==> config.mk <==
export PLATFORM = sky130hd
export DESIGN_NAME = intack_seq
export DESIGN_NICKNAME = d
export VERILOG_FILES = /design/src/rtl/intack_pkg.sv /design/src/rtl/intack_strobe.sv /design/src/rtl/intack_ctrl.sv /design/src/rtl/intack_bytegen.sv /design/src/rtl/intack_seq.sv
export SDC_FILE = /design/constraint.sdc
export NUM_CORES = 1
export LEC_CHECK = 0
export ABC_AREA = 1
export BUFFER_PORTS_ARGS = -buffer_cell sky130_fd_sc_hd__buf_2
export CORE_MARGIN = 1.5
export CORE_UTILIZATION = 50
export CTS_CLUSTER_SIZE = 12
export DETAILED_ROUTE_END_ITERATION = 7
export GPL_TIMING_DRIVEN = 1
export PLACE_DENSITY = 0.82
export SLEW_MARGIN = 20
export SYNTH_ARGS = -nofsm -noshare
export SYNTH_HDL_FRONTEND = slang
export SYNTH_HIERARCHICAL = 1
export SYNTH_SLANG_ARGS = --single-unit
==> constraint.sdc <==
create_clock -name clk -period 2 [get_ports clk]
set_input_delay 0.2 -clock clk [delete_from_list [all_inputs] [get_ports clk]]
set_output_delay 0.2 -clock clk [all_outputs]
set_load 0.01 [all_outputs]
==> src/rtl/intack_pkg.sv <==
package intack_pkg;

    localparam int LVL_W  = 3;
    localparam int BYTE_W = 8;

    typedef enum logic [1:0] {
        PH_FIRST  = 2'd0,
        PH_SECOND = 2'd1,
        PH_THIRD  = 2'd2
    } phase_e;

    typedef struct packed {
        logic             mode16;
        logic             aeoi;
        logic             valid;
        logic [LVL_W-1:0] lvl;
    } seq_ctx_t;

    function automatic logic is_last(input logic mode16, input phase_e ph);
        return mode16 ? (ph == PH_SECOND) : (ph == PH_THIRD);
    endfunction

    function automatic phase_e next_phase(input phase_e ph);
        case (ph)
            PH_FIRST:  return PH_SECOND;
            PH_SECOND: return PH_THIRD;
            default:   return PH_FIRST;
        endcase
    endfunction

    function automatic logic drives_bus(input logic mode16, input phase_e ph);
        return !(mode16 && ph == PH_FIRST);
    endfunction

    function automatic logic [BYTE_W-1:0] ack_byte(
        input logic              mode16,
        input phase_e            ph,
        input logic [LVL_W-1:0]  lvl,
        input logic              int4,
        input logic [BYTE_W-1:0] vec_hi,
        input logic [2:0]        addr_lo,
        input logic [BYTE_W-1:0] call_op
    );
        logic [BYTE_W-1:0] b;
        b = '0;
        if (mode16) begin
            if (ph == PH_SECOND) b = {vec_hi[7:3], lvl};
        end else begin
            case (ph)
                PH_FIRST:  b = call_op;
                PH_SECOND: b = int4 ? {addr_lo, lvl, 2'b00}
                                    : {addr_lo[2:1], lvl, 3'b000};
                default:   b = vec_hi;
            endcase
        end
        return b;
    endfunction

endpackage

==> src/rtl/intack_strobe.sv <==
module intack_strobe
    import intack_pkg::*;
(
    input  logic clk,
    input  logic rst,
    input  logic strb_n,
    output logic strb_q,
    output logic fall,
    output logic rise
);
    always_ff @(posedge clk) begin
        if (rst) strb_q <= 1'b1;
        else     strb_q <= strb_n;
    end

    assign fall = strb_q & ~strb_n;
    assign rise = ~strb_q & strb_n;
endmodule

==> src/rtl/intack_ctrl.sv <==
module intack_ctrl
    import intack_pkg::*;
#(
    parameter logic [LVL_W-1:0] SPUR_LEVEL = 3'd7
) (
    input  logic             clk,
    input  logic             rst,
    input  logic             fall,
    input  logic             rise,
    input  logic             win_valid,
    input  logic [LVL_W-1:0] win_level,
    input  logic             cfg_cpu16,
    input  logic             cfg_aeoi,
    output phase_e           phase,
    output logic             cur_mode16,
    output logic [LVL_W-1:0] cur_lvl,
    output logic             active,
    output logic             isr_set,
    output logic             req_clr,
    output logic             isr_clr,
    output logic [LVL_W-1:0] ack_level
);
    phase_e   phase_q;
    seq_ctx_t ctx_q;
    seq_ctx_t ctx_now;

    always_comb begin
        if (phase_q == PH_FIRST) begin
            ctx_now.mode16 = cfg_cpu16;
            ctx_now.aeoi   = cfg_aeoi;
            ctx_now.valid  = win_valid;
            ctx_now.lvl    = win_valid ? win_level : SPUR_LEVEL;
        end else begin
            ctx_now = ctx_q;
        end
    end

    assign phase      = phase_q;
    assign cur_mode16 = ctx_now.mode16;
    assign cur_lvl    = ctx_now.lvl;

    always_ff @(posedge clk) begin
        if (rst) begin
            phase_q   <= PH_FIRST;
            ctx_q     <= '0;
            active    <= 1'b0;
            isr_set   <= 1'b0;
            req_clr   <= 1'b0;
            isr_clr   <= 1'b0;
            ack_level <= '0;
        end else begin
            isr_set <= 1'b0;
            req_clr <= 1'b0;
            isr_clr <= 1'b0;
            if (fall && phase_q == PH_FIRST) begin
                ctx_q     <= ctx_now;
                active    <= 1'b1;
                isr_set   <= ctx_now.valid;
                req_clr   <= ctx_now.valid;
                ack_level <= ctx_now.lvl;
            end
            if (rise && active) begin
                if (is_last(ctx_q.mode16, phase_q)) begin
                    phase_q <= PH_FIRST;
                    active  <= 1'b0;
                    isr_clr <= ctx_q.aeoi & ctx_q.valid;
                end else begin
                    phase_q <= next_phase(phase_q);
                end
            end
        end
    end


    phase_range_chk: assert property (@(posedge clk) disable iff (rst)
        phase_q != 2'd3);


    set_pulse_chk: assert property (@(posedge clk) disable iff (rst)
        isr_set |=> !isr_set);


    clr_idle_chk: assert property (@(posedge clk) disable iff (rst)
        isr_clr |-> !active);
endmodule

==> src/rtl/intack_bytegen.sv <==
module intack_bytegen
    import intack_pkg::*;
#(
    parameter logic [BYTE_W-1:0] CALL_OPCODE = 8'hCD
) (
    input  logic              clk,
    input  logic              rst,
    input  logic              load,
    input  logic              unload,
    input  logic              mode16,
    input  phase_e            phase,
    input  logic [LVL_W-1:0]  lvl,
    input  logic              int4,
    input  logic [BYTE_W-1:0] vec_hi,
    input  logic [2:0]        addr_lo,
    output logic [BYTE_W-1:0] data_out,
    output logic              data_oe
);
    always_ff @(posedge clk) begin
        if (rst) begin
            data_out <= '0;
            data_oe  <= 1'b0;
        end else if (load) begin
            data_out <= ack_byte(mode16, phase, lvl, int4, vec_hi, addr_lo, CALL_OPCODE);
            data_oe  <= drives_bus(mode16, phase);
        end else if (unload) begin
            data_oe  <= 1'b0;
        end
    end
endmodule

==> src/rtl/intack_seq.sv <==
module intack_seq
    import intack_pkg::*;
#(
    parameter logic [BYTE_W-1:0] CALL_OPCODE = 8'hCD,
    parameter logic [LVL_W-1:0]  SPUR_LEVEL  = 3'd7
) (
    input  logic              clk,
    input  logic              rst,
    input  logic              inta_n,
    input  logic              win_valid,
    input  logic [LVL_W-1:0]  win_level,
    input  logic              cfg_cpu16,
    input  logic              cfg_aeoi,
    input  logic              cfg_int4,
    input  logic [BYTE_W-1:0] cfg_vec_hi,
    input  logic [2:0]        cfg_addr_lo,
    output logic              int_out,
    output logic [BYTE_W-1:0] data_out,
    output logic              data_oe,
    output logic              isr_set,
    output logic              req_clr,
    output logic              isr_clr,
    output logic [LVL_W-1:0]  ack_level
);
    logic             strb_q;
    logic             fall;
    logic             rise;
    phase_e           phase;
    logic             cur_mode16;
    logic [LVL_W-1:0] cur_lvl;
    logic             active;

    intack_strobe u_strobe (
        .clk    (clk),
        .rst    (rst),
        .strb_n (inta_n),
        .strb_q (strb_q),
        .fall   (fall),
        .rise   (rise)
    );

    intack_ctrl #(.SPUR_LEVEL(SPUR_LEVEL)) u_ctrl (
        .clk        (clk),
        .rst        (rst),
        .fall       (fall),
        .rise       (rise),
        .win_valid  (win_valid),
        .win_level  (win_level),
        .cfg_cpu16  (cfg_cpu16),
        .cfg_aeoi   (cfg_aeoi),
        .phase      (phase),
        .cur_mode16 (cur_mode16),
        .cur_lvl    (cur_lvl),
        .active     (active),
        .isr_set    (isr_set),
        .req_clr    (req_clr),
        .isr_clr    (isr_clr),
        .ack_level  (ack_level)
    );

    intack_bytegen #(.CALL_OPCODE(CALL_OPCODE)) u_bytes (
        .clk      (clk),
        .rst      (rst),
        .load     (fall),
        .unload   (rise),
        .mode16   (cur_mode16),
        .phase    (phase),
        .lvl      (cur_lvl),
        .int4     (cfg_int4),
        .vec_hi   (cfg_vec_hi),
        .addr_lo  (cfg_addr_lo),
        .data_out (data_out),
        .data_oe  (data_oe)
    );

    assign int_out = win_valid & ~active;


    oe_strobe_low_chk: assert property (@(posedge clk) disable iff (rst)
        data_oe |-> !$past(inta_n));


    no_req_while_drive_chk: assert property (@(posedge clk) disable iff (rst)
        data_oe |-> !int_out);


    clr_after_rise_chk: assert property (@(posedge clk) disable iff (rst)
        isr_clr |-> ($past(inta_n) && !strb_q == 1'b0));
endmodule

After elaboration in Yosys (flattened, before gate mapping) --
Cells that the tools add are included.
Cells by class: $add $sub $neg 0, $mul 0, divide/modulo/power cells 0, magnitude comparators 0, equal/unequal tests 2, shifts and indexed selects 0, multiplexer cells 14, bitwise gates (word level) 10, reductions and logical operators 9
Operators with widths (count):
- $mux W8 | 2
- $pmux W8 S2 | 1
- $mux W6 | 2
- $mux W1 | 6
- $not A1 Y1 | 6
- $and A1 B1 Y1 | 4
- $pmux W2 S2 | 1
- $logic_and A1 B1 Y1 | 3
- $mux W3 | 1
- $reduce_or A3 Y1 | 1
- $eq A2 B1 Y1 const B | 1
- $eq A2 B2 Y1 const B | 1
- $logic_not A2 Y1 | 1
- $mux W2 | 1
- $reduce_and A2 Y1 | 1
- $reduce_bool A2 Y1 | 1
- $reduce_or A2 Y1 | 1
- $logic_not A1 Y1 | 1
Storage, ports and cells: register bits 21, bits in latches 0, bits in writable memories 0, bits in read-only memories 0, input port bits 21, output and inout port bits 16, logic and storage cells 46, memories 0

Logic depth before layout (Yosys ltp) --
depth in word-level cells 6, depth in mapped cells 11, mapped depth without buffers 10

By module --
The synthesis kept the hierarchy.
Modules (own cells, without submodules):
- intack_bytegen | instances 1, cells each 111, area an instance 658.1 µm², sequential area each 180.2 µm²
- intack_ctrl | instances 1, cells each 83, area an instance 556.8 µm², sequential area each 220.2 µm²
- intack_strobe | instances 1, cells each 7, area an instance 42.5 µm², sequential area each 20.0 µm²
- intack_seq | instances 1, cells each 2, area an instance 10.0 µm², sequential area each 0.0 µm²

Worst setup path before layout --
No wires, ideal clock.
path kind register to register, from reg u_ctrl.phase_q[0], in the netlist u_ctrl/phase[0], to reg u_bytes.data_out[4], library setup time 0.109 ns, arrival 1.498 ns, required time 1.891 ns, slack 0.394 ns, cell stages (with the launch flop) 11, path buffers 1, clock period less this slack 1.606 ns, cells stage by stage dfxtp_1 > nor2_2 > buf_6 > o21ai_0 > inv_1 > nand3_1 > nand2_1 > inv_1 > nand3_1 > nand2_1 > inv_1
Between the ends: elaborated cells between the ends (all ways) 7, classes of those cells eq/ne: 1; mux: 5; reduce/logical: 1
RTL lines:
- start, declared | line intack_ctrl.sv:23 | phase_e phase_q;
- start signal, assigned | line intack_ctrl.sv:68 | phase_q <= next_phase(phase_q);
- $logic_not A2 Y1 | line intack_ctrl.sv:28 | if (phase_q == PH_FIRST) begin
- $mux W6 | line intack_ctrl.sv:28
- net cur_mode16 | line intack_seq.sv:29 | logic cur_mode16;
- $mux W8 | line intack_pkg.sv:46 | if (mode16) begin
- end signal, assigned | line intack_bytegen.sv:24 | data_out <= ack_byte(mode16, phase, lvl, int4, vec_hi, addr_lo, CALL_OPCODE);
- end, declared | line intack_bytegen.sv:16 | output logic [BYTE_W-1:0] data_out,
The timed path passes the listed nets, and every way through them passes these cells. A chain may end at the register's enable or synchronous reset.

Worst setup path after layout --
from reg u_ctrl.phase_q[0], in the netlist u_ctrl/phase[0], to reg u_bytes.data_out[2]
Between the ends: word-level cells in the longest chain between the ends 5, elaborated cells between the ends (all ways) 7, classes of those cells eq/ne: 1; mux: 5; reduce/logical: 1
Ends and longest elaborated chain:
- $logic_not A2 Y1 | line intack_ctrl.sv:28
- $mux W6 | line intack_ctrl.sv:28
- net cur_lvl[0] | line intack_seq.sv:30 | logic [LVL_W-1:0] cur_lvl;
- $mux W6 | line intack_pkg.sv:51 | PH_SECOND: b = int4 ? {addr_lo, lvl, 2'b00}
- $pmux W8 S2 | line intack_pkg.sv:49 | case (ph)
- $mux W8 | line intack_pkg.sv:46
The timed path passes the listed nets, and every way through them passes these cells.

==> results.md <==
- Status: complete, no violations
- Clk_lat worst skew: 0.31 ns
- Post-CTS sizing: 0
- WP buf/inv: 2
- DR vias: 1235
- Worst EP required: 2.22 ns
- Most used routing layer in global routing: met2
- Cells after DPL: 259
- TNS Setup: 0 ns
- Relative slew slack: 0.836
- Post-DP HPWL: 1880 um
- Routed len/inst: 9.59 um
- Power per standard cell area: 604 nW/um^2
- Worst R2R Setup Slack: 0.56 ns
- Filler Cells Inserted: 252
- Reg clk slew, reported paths: 0.11 ns
- Reg2Reg Depth: 10
- Count of mapped cells out of synthesis: 203
- H-tree depth: 1
- Residual DRC count: 0
- DP Area: 1380 um^2
- Vias per cell: 4.70
- First-pass GRT wire length: 4300 um
- Slowest CP cell: dfxtp_1
- Synth cell types: 21
- M3 GR Usage: 0.0621
- CTS tree: yes
- Die area: 2850 um^2
- Synthesized flop and latch total: 21
- Crit path time final: 1.44 ns
- Num ports: 37
- Fmax: 693 MHz
- Crit path cell chain: nor2_2 > buf_4 > nand3_1 > o21a_1 > nand2_1 > nand2_1 > nand2_1 > nand3_1 > nand2_1 > inv_1
- Die H: 53.4 um
- VDD IR-drop max: 0.473 mV
- Worst min-delay path category: input pin to register
- Hold Path Origin: inta_n
- Die X-Extent: 53.4 um
- Crit. Startpoint: u_ctrl/phase[0]
- Final Hold Fails: 0
- # diodes: 0
- Crit path kind: register to register
- Fraction of layout cells with a size suffix above 1: 0.206
- GR Overflow Total: 0
- Clk Tree Root Cell: clkbuf_4
- Fin util: 0.578
- Gpl congestion: 0.887
- CP startpoint kind: register
- R2r startpoint: u_ctrl/phase[0]
- Reg area: 420 um^2
- Area Growth Syn to Fin: 11.0%
- CP max FO: 8
- Reg2reg end: u_bytes/data_out[2]
- Worst Setup End Kind: register
- Syn. warnings: 6
- M1 GR Usage: 0.266
- Top cell by count, worst path: nand2_1
- Vias in the first global route: 1033
- Commonest non-fill, non-tap cell in the layout: nand2_1
- Synthesized area per cell: 6.24 um^2
- CP endpoint: u_bytes/data_out[2]
- Post-synthesis sequential area ratio: 0.332
- Final Setup Violations: 0
- Clock buffer depth: 2
- Area of the core: 2430 um^2
- CTS buffer count: 3
- Hold path depth: 3
- Static leakage: 0.000807 uW
- CP peak stage delay: 0.39 ns
- Pre-CTS WS: 0.584 ns
- Final worst clock skew: 0.0132 ns
- Worst path top cell family by delay: simple AND/OR/NAND/NOR gates
- Initial drt markers: 40
- Non-filler cells, final: 263
- Final period utilization: 0.721
- Nets: 255
- Area of the multi-input gates: 569 um^2
- Total of max-cap violations: 0
- Antenna viol nets, final: 0
- Cts hold-fix bufs: 0
- Starting Density: 0.521
- Worst-Margin Slew: 0.245 ns
- Design area: 1410 um^2
- Mapped Area: 1270 um^2
- FP Rows: 18
- CP Data Arrival Time: 1.66 ns
- Largest net degree at the start of global routing: 22
- CTS sink cnt: 21
- RSZ-0062 raised after global routing: no
- Initial DRT Pass Iterations: 4
- Total GRT Usage: 0.210
- CP Depth: 10
- Postcts setup bufs: 0
- Syn_nets: 224
- Most frequent cells in the layout: 49 x nand2_1, 36 x inv_1, 36 x buf_2, 32 x nor2_1, 24 x nand3_1
- Initial antenna violation count: 0
- Final setup margin: 0.558 ns
- # port buffers: 36
- Met2 usage: 0.344
- Detailed Route WL: 2520 um
- Max Slew Vio Count: 0
-- registers in the layout, indices dropped and copies added (netlist names) --
signal / count
u_ctrl/phase: 2
u_strobe/strb_q: 1
u_ctrl/active: 1
u_bytes/data_oe: 1
u_ctrl/req_clr: 1
u_bytes/data_out: 8
u_ctrl/ctx_q: 6
u_ctrl/isr_clr: 1
-- logic make-up (layout without fill, tap and decap cells) --
kind of cell	count (synthesis)	after routing	share of synthesized area
and+or+nand+nor	113	113	0.375
DFF	21	21	0.332
AOI/OAI and AO/OA	17	17	0.0740
buffers and inverters	52	82	0.219
-- per-stage QoR --
step / total power, uW / hold slack (ns)
floorplan: 604 / 0.269
global placement: 645 / 0.406
detailed placement: 648 / 0.410
CTS: 855 / 0.0858
global route: 907 / 0.0781
finish: 849 / 0.0957
-- Yosys cell counts --
cell             number  area, um^2
buf_6                 4        45.0
o21a_1                3        22.5
clkdlybuf4s18_2       1        10.0
a31oi_1               1        6.26
nand2_1              49         184
clkbuf_8              2        27.5
o21ai_1               1        5.00
inv_1                36         135
dfxtp_1              21         420
o21ai_0               5        25.0
buf_4                 7        52.6
nand4_1               1        6.26
nor2_4                1        11.3
nor2_2                2        12.5
nor2_1               32         120
nand3_1              24         120
a21oi_1               7        35.0
nand2_2               1        6.26
nor3_1                3        15.0
inv_2                 1        3.75
clkinv_1              1        3.75
-- tightest hold or removal path: cells and delay by family --
family / cells / cell delay, ns
simple gates: 1 / 0.04
buf+inv: 2 / 0.13
-- worst min path at each step --
stage          slack (ns)         endpoint
6_report              0.1  u_strobe/strb_q
5_1_grt              0.08  u_strobe/strb_q
4_1_cts              0.09  u_strobe/strb_q
3_5_place_dp         0.41  u_strobe/strb_q
3_3_place_gp         0.41  u_strobe/strb_q
2_1_floorplan        0.27  u_ctrl/phase[0]
-- layout make-up --
cell class              count  area share
multi-input cells         130       0.405
flip-flops and latches     21       0.299
repair buffers             40       0.149
inverters                  38       0.101
well taps                  30      0.0267
clock buffers               4      0.0187
-- where the power goes --
| part | switching [uW] | internal (uW) | leakage (uW) |
|---|---|---|---|
| logic | 106 | 72.0 | 0.000618 |
| registers | 14.8 | 445 | 0.000173 |
| clock network | 133 | 77.9 | 0.0000150 |
| total | 254 | 595 | 0.000807 |
-- metal layers --
metal | up-vias | part of all wire
li1 | 671 | -
met1 | 523 | 0.47
met2 | 39 | 0.46
met3 | 2 | 0.065
met4 | 0 | 0.0075
met5 | - | 0
(Power assumes the default switching activity.)
